`config.mk`:
```
export PLATFORM = sky130hd
export DESIGN_NAME = lu_stall_ctrl
export DESIGN_NICKNAME = d
export VERILOG_FILES = /design/src/rtl/lu_pkg.sv /design/src/rtl/lu_src_match.sv /design/src/rtl/lu_bubble_mux.sv /design/src/rtl/lu_stall_ctrl.sv
export SDC_FILE = /design/constraint.sdc
export NUM_CORES = 1
export LEC_CHECK = 0
export CAP_MARGIN = 10
export CORE_AREA = 2 2 39 41
export DETAILED_ROUTE_END_ITERATION = 16
export DIE_AREA = 0 0 41 43
export GPL_ROUTABILITY_DRIVEN = 0
export PLACE_DENSITY = 0.71
export SETUP_SLACK_MARGIN = 0.02
export SKIP_LAST_GASP = 1
export SYNTH_ARGS = -nofsm -noshare
export SYNTH_HDL_FRONTEND = slang
export SYNTH_SLANG_ARGS = --single-unit
```
`constraint.sdc`:
```
create_clock -name vclk -period 1.85
set_input_delay 0.2775 -clock vclk [all_inputs]
set_output_delay 0.2775 -clock vclk [all_outputs]
set_load 0.1 [all_outputs]
```
`src/rtl/lu_pkg.sv`:
```
package lu_pkg;
  // Default field widths for a 32-register, 9-control-bit datapath.
  localparam int REG_AW_DEF = 5;
  localparam int CTRL_W_DEF = 9;
  // Control word layout used by the surrounding datapath.
  localparam int CB_ALU_SRC   = 0;
  localparam int CB_ALU_OP0   = 1;
  localparam int CB_ALU_OP1   = 2;
  localparam int CB_DST_SEL   = 3;
  localparam int CB_BRANCH    = 4;
  localparam int CB_MEM_READ  = 5;
  localparam int CB_MEM_WRITE = 6;
  localparam int CB_REG_WRITE = 7;
  localparam int CB_MEM_TO_RG = 8;
endpackage

```
`src/rtl/lu_src_match.sv`:
```
module lu_src_match #(
  parameter int REG_AW     = lu_pkg::REG_AW_DEF,
  parameter bit ZERO_GUARD = 1'b1
) (
  input  logic              load_valid,
  input  logic [REG_AW-1:0] load_dst,
  input  logic [REG_AW-1:0] src,
  output logic              hit
);
  logic same;
  assign same = (load_dst == src);

  generate
    if (ZERO_GUARD) begin : g_guard
      // Register zero carries no real dependency.
      assign hit = load_valid && same && (load_dst != '0);
    end else begin : g_plain
      assign hit = load_valid && same;
    end
  endgenerate
endmodule

```
`src/rtl/lu_bubble_mux.sv`:
```
module lu_bubble_mux #(
  parameter int CTRL_W = lu_pkg::CTRL_W_DEF
) (
  input  logic              squash,
  input  logic [CTRL_W-1:0] ctrl_in,
  output logic [CTRL_W-1:0] ctrl_out
);
  always_comb begin
    ctrl_out = ctrl_in;
    if (squash) ctrl_out = '0;
  end
endmodule

```
`src/rtl/lu_stall_ctrl.sv`:
```
module lu_stall_ctrl #(
  parameter int REG_AW     = lu_pkg::REG_AW_DEF,
  parameter int CTRL_W     = lu_pkg::CTRL_W_DEF,
  parameter bit ZERO_GUARD = 1'b1
) (
  input  logic              ex_mem_read,
  input  logic [REG_AW-1:0] ex_load_rt,
  input  logic [REG_AW-1:0] id_src_a,
  input  logic [REG_AW-1:0] id_src_b,
  input  logic [CTRL_W-1:0] dec_ctrl,
  output logic              pc_we,
  output logic              ifid_we,
  output logic [CTRL_W-1:0] idex_ctrl
);
  localparam int NSRC = 2;

  logic [REG_AW-1:0] srcs [NSRC];
  logic [NSRC-1:0]   hits;
  logic              stall;

  assign srcs[0] = id_src_a;
  assign srcs[1] = id_src_b;

  genvar gi;
  generate
    for (gi = 0; gi < NSRC; gi++) begin : g_src
      lu_src_match #(.REG_AW(REG_AW), .ZERO_GUARD(ZERO_GUARD)) u_match (
        .load_valid (ex_mem_read),
        .load_dst   (ex_load_rt),
        .src        (srcs[gi]),
        .hit        (hits[gi])
      );
    end
  endgenerate

  assign stall   = |hits;
  assign pc_we   = ~stall;
  assign ifid_we = ~stall;

  lu_bubble_mux #(.CTRL_W(CTRL_W)) u_bubble (
    .squash   (stall),
    .ctrl_in  (dec_ctrl),
    .ctrl_out (idex_ctrl)
  );
endmodule

```
Word-level counts from Yosys, hierarchy flattened
Index checks and enable logic that the tools add are counted.
- bits in registers: 0
- output and inout port bits: 11
- word-level logic and storage cells: 10
- eq/ne operators: 2
- multiplexer cells: 1
- bitwise gates (word level): 1
- reduce and logical (&&, ||, !) cells: 6
- operators with widths (kind ; number):
    $eq A5 B5 Y1 ; 2
    $mux W9 ; 1
    $reduce_bool A5 Y1 ; 1
    $logic_and A1 B1 Y1 ; 4
    $reduce_or A2 Y1 ; 1
    $not A1 Y1 ; 1

Logic depth before layout (Yosys ltp)
- word-level depth: 5
- gate-level depth with buffers: 5
- depth with buffers taken out: 4

By module
From an unflattened synthesis, not the netlist that was laid out.
- cell total of the unflattened synthesis: 32
- area, all modules: 214.0 sq um
- by module, submodules not included (module ; instances ; cells each ; area each (sq um)):
    lu_src_match ; 2 ; 10 ; 70.1
    lu_bubble_mux ; 1 ; 9 ; 56.3
    lu_stall_ctrl ; 1 ; 3 ; 17.5

Worst setup path after synthesis
Ideal clock, no wire load.
- path kind: input -> output
- start point: input port ex_load_rt[3]
- end point: output port idex_ctrl[0]
- arrival time: 2.492 ns
- data required time: 1.572 ns
- path slack: -0.919 ns
- stages: 3
- cell sequence: or4_4 > o21a_4 > a21boi_1
- longest elaborated chain between the ends: 5
- elaborated cells on any way between the ends: 9
- classes of those cells: eq/ne (2); mux (1); reduce/logical (6)
- ends and longest elaborated chain (what ; RTL line ; text):
    from (decl) ; lu_stall_ctrl.sv:7 ; input logic [REG_AW-1:0] ex_load_rt,
    $eq A5 B5 Y1 ; lu_src_match.sv:11 ; assign same = (load_dst == src);
    $logic_and A1 B1 Y1 (2 in a row) ; lu_src_match.sv:16 ; assign hit = load_valid && same && (load_dst != '0);
    $reduce_or A2 Y1 (*) ; lu_stall_ctrl.sv:36 ; assign stall = |hits;
    $mux W9 (*) ; lu_bubble_mux.sv:10 ; if (squash) ctrl_out = '0;
    to (decl) ; lu_stall_ctrl.sv:13 ; output logic [CTRL_W-1:0] idex_ctrl
Mark *: on every way between the ends. The rest lies on a longest branch, timed or not.

Worst setup path after layout
- start point: input port ex_load_rt[1]
- end point: output port idex_ctrl[7]
Same word-level chain as after synthesis.

==> metrics.log <==
[metrics] average cell area after synthesis: just under 8 um^2
[metrics] ratio of routed vias to standard cells: approximately 4.2
[metrics] count of hold-fix buffers inserted at cts: 0
[metrics] Tcrit/Tclk final: 0.9898
[metrics] Chip Height: about 43 um
[metrics] count of inserted antenna diode cells: 0
[metrics] Final Slew Violations: 0
[metrics] remaining max-slew budget at the tightest pin: 0.8578
[metrics] count of port buffers added during placement: 36
[metrics] Die ar.: ~0.0018 mm^2
[metrics] adder-cell area share of the yosys netlist: 0
[metrics] detailed-route wire length: roughly 950 um
[metrics] required time worst endpoint: 1.57 ns
[metrics] combined area of all synthesized cells: around 220 um^2
[metrics] Data arrival, critical path: 1.55 ns
[metrics] sum of internal, switching and leakage power: roughly 340 uW
[metrics] Layout Nets: 98
[metrics] fraction of synthesized cell area taken by the top area cell type: 0.3977
[metrics] standard-cell rows: 14
[metrics] post-route minimum period: roughly 1.8 ns
[metrics] horizontal die dimension: 41 um
[metrics] transition at the pin with the smallest max-transition slack: 0.2133 ns
[metrics] power per standard cell area: between 300 and 400 mW/mm^2
[metrics] number of setup buffers added after CTS: 0
[metrics] dpl hpwl: a little over 800 um
[metrics] count of antenna-violating nets left after detailed routing: 0
[metrics] first-iteration detailed-routing DRC count: 0
[metrics] number of different library cells in the post-synthesis netlist: 9
[metrics] layout cell share with drive strength beyond 1: 0.5352
[metrics] final core utilization: 0.6591
[metrics] unrepaired setup endpoints after global routing: true
[metrics] GRT met2 Usage: 0.2063
[metrics] pin count of the biggest net entering global routing: 6
[metrics] Combinational Power Share: 1.000
[metrics] initial antenna violation count: 0
[metrics] Post-Synthesis Cells: 28
[metrics] final setup violation count: 0
[metrics] dominant combinational cell family by area after synthesis: compound AO/OA/AOI/OAI gates
[metrics] routed len/inst: roughly 11 um
[metrics] total via count after detailed routing: around 360
[metrics] count of max-cap constraint violations: 0
[metrics] area growth from synthesis to final layout: 314.2%
[metrics] critical-path maximum fanout: 5
[metrics] post-route setup TNS: 0 ns
[metrics] mux cell area share after synthesis: 0
[metrics] number of placed I/O pins: 36
[metrics] share of synthesized area occupied by flip-flops and latches: 0
[metrics] overflow left after global routing: 0
[metrics] busiest grt layer: met2
[metrics] # clk buffers: 0
[metrics] share of synthesized cell area in and, or, nand and nor gates: 0.1477
[metrics] critical setup path kind: input pin to output pin
[metrics] Pre-antenna DRT Iters: 1
[metrics] class of the most critical hold timing path: input pin to output pin
[metrics] Synth Area in Compound Gates: 0.4205
[metrics] met1 Usage GRT: 0.1297
[metrics] Yosys warning total: 0
[metrics] Synthesized Nets: 53
[metrics] global-route wire length before repair: between 1500 and 2000 um
[metrics] type of destination of the critical path: output pin
[metrics] sequential cell count: 0
[metrics] post-synthesis share of cell area spent on xor and xnor gates: 0.3977
[metrics] crit start category: input pin
[metrics] run status: finished, final reports clean
[metrics] effective utilization at floorplan: 0.1591
[metrics] internal power component: between 150 and 200 uW
[metrics] met3 track utilization from global routing: 0.07330
[metrics] area of the core region: ~0.0014 mm^2
[metrics] share of total power consumed by net switching: 0.5414
[metrics] Sequential Area: 0 um^2
[metrics] Max Fclk: between 0.5 and 0.6 GHz
[metrics] Net Sw Power: approximately 180 uW
[metrics] post-route DRC violation count: 0
[metrics] cell types with the largest area share after synthesis: sky130_fd_sc_hd__xnor2_1, sky130_fd_sc_hd__a21boi_1, sky130_fd_sc_hd__o21a_4
[metrics] vias in the first global route: 403
[metrics] total global-route track usage: 0.1209
[metrics] leakage dissipation: 0.0003887 uW
[metrics] largest voltage drop on the vdd net: about 0.00022 V
[metrics] proportion of power drawn by the clock network: 0
[metrics] share of total power in sequential cells: 0
[metrics] final hold violation count: 0
[metrics] cell accounting for the most synthesized area: sky130_fd_sc_hd__xnor2_1
## worst paths after layout
kind      endpoint  slack, ns     startpoint  cells past startpoint
max   idex_ctrl[7]       0.02  ex_load_rt[1]                      5
min   idex_ctrl[3]       1.21  ex_load_rt[1]                      5
## placed cells by master, fill, tap and decap left out
cell type and instances:
sky130_fd_sc_hd__clkbuf_16 1, sky130_fd_sc_hd__xnor2_2 1, sky130_fd_sc_hd__buf_2 2, sky130_fd_sc_hd__a21boi_4 9, sky130_fd_sc_hd__clkdlybuf4s50_1 10, sky130_fd_sc_hd__buf_12 12, sky130_fd_sc_hd__clkdlybuf4s15_1 1, sky130_fd_sc_hd__nand2_1 1
sky130_fd_sc_hd__buf_6 1, sky130_fd_sc_hd__or4_4 1, sky130_fd_sc_hd__dlygate4sd2_1 10, sky130_fd_sc_hd__o21a_4 2, sky130_fd_sc_hd__xnor2_1 9, sky130_fd_sc_hd__buf_4 5, sky130_fd_sc_hd__nand2_2 1, sky130_fd_sc_hd__nand3_1 2
sky130_fd_sc_hd__o22ai_4 1, sky130_fd_sc_hd__nand2_8 1, sky130_fd_sc_hd__clkbuf_2 1
## through the flow
step | setup WS [ns] | cell area [um^2] | hold slack, ns | std cells
3_5_place_dp | -0.3933 | 888.4 | 1.254 | 85
3_3_place_gp | -0.3777 | 888.4 | 1.252 | 85
5_1_grt | -0.01286 | 912.1 | 1.232 | 87
2_1_floorplan | -0.1432 | 347.8 | 0.7731 | 28
4_1_cts | -0.002556 | 909.6 | 1.220 | 87
6_report | 0.01879 | 912.1 | 1.209 | 87
## cell usage after synthesis
cell type	instances
sky130_fd_sc_hd__buf_4	1
sky130_fd_sc_hd__o22ai_1	1
sky130_fd_sc_hd__nand3_1	2
sky130_fd_sc_hd__a21boi_2	1
sky130_fd_sc_hd__nand2_1	3
sky130_fd_sc_hd__xnor2_1	10
sky130_fd_sc_hd__a21boi_1	8
sky130_fd_sc_hd__o21a_4	1
sky130_fd_sc_hd__or4_4	1
## layer usage
| layer | share of wire | vias to the layer above |
|---|---|---|
| li1 | - | 190 |
| met1 | 0.33 | 148 |
| met2 | 0.47 | 26 |
| met3 | 0.20 | 0 |
| met4 | 0 | 0 |
| met5 | 0 | - |
## power groups by stage
| stage | Clock (uW) | Combinational [uW] | Sequential, uW |
|---|---|---|---|
| after CTS | 0 | 343 | 0 |
| final | 0 | 341 | 0 |
| after detailed placement | 0 | 339 | 0 |
| after global routing | 0 | 355 | 0 |
| after floorplan | 0 | 191 | 0 |
| after global placement | 0 | 337 | 0 |
## critical path, stage by stage
cell	delay, ns
sky130_fd_sc_hd__buf_6	0.09
sky130_fd_sc_hd__or4_4	0.55
sky130_fd_sc_hd__o21a_4	0.28
sky130_fd_sc_hd__a21boi_4	0.16
sky130_fd_sc_hd__buf_12	0.19
## cell families (layout without fill, tap and decap cells)
| group | count (synthesis) | in the layout |
|---|---|---|
| AND/OR/NAND/NOR | 6 | 6 |
| AO/OA/AOI/OAI | 11 | 12 |
| buffers and inverters | 1 | 43 |
| XOR/XNOR | 10 | 10 |
## final cells by class
cell class	count	area, um^2
repair buffers	43	526.8
fillers	109	471.7
well taps	16	20.02
multi-input cells	28	365.4
## what timing repair did
item | 4_1_cts | 5_1_grt
pin swaps | 26 | 6
gates cloned | 2 | 0
resized for setup | 29 | 4
setup endpoints to repair | 11 | 11
endpoints found under the hold margin | 0 | 0
Power figures use the tool's default switching activity.
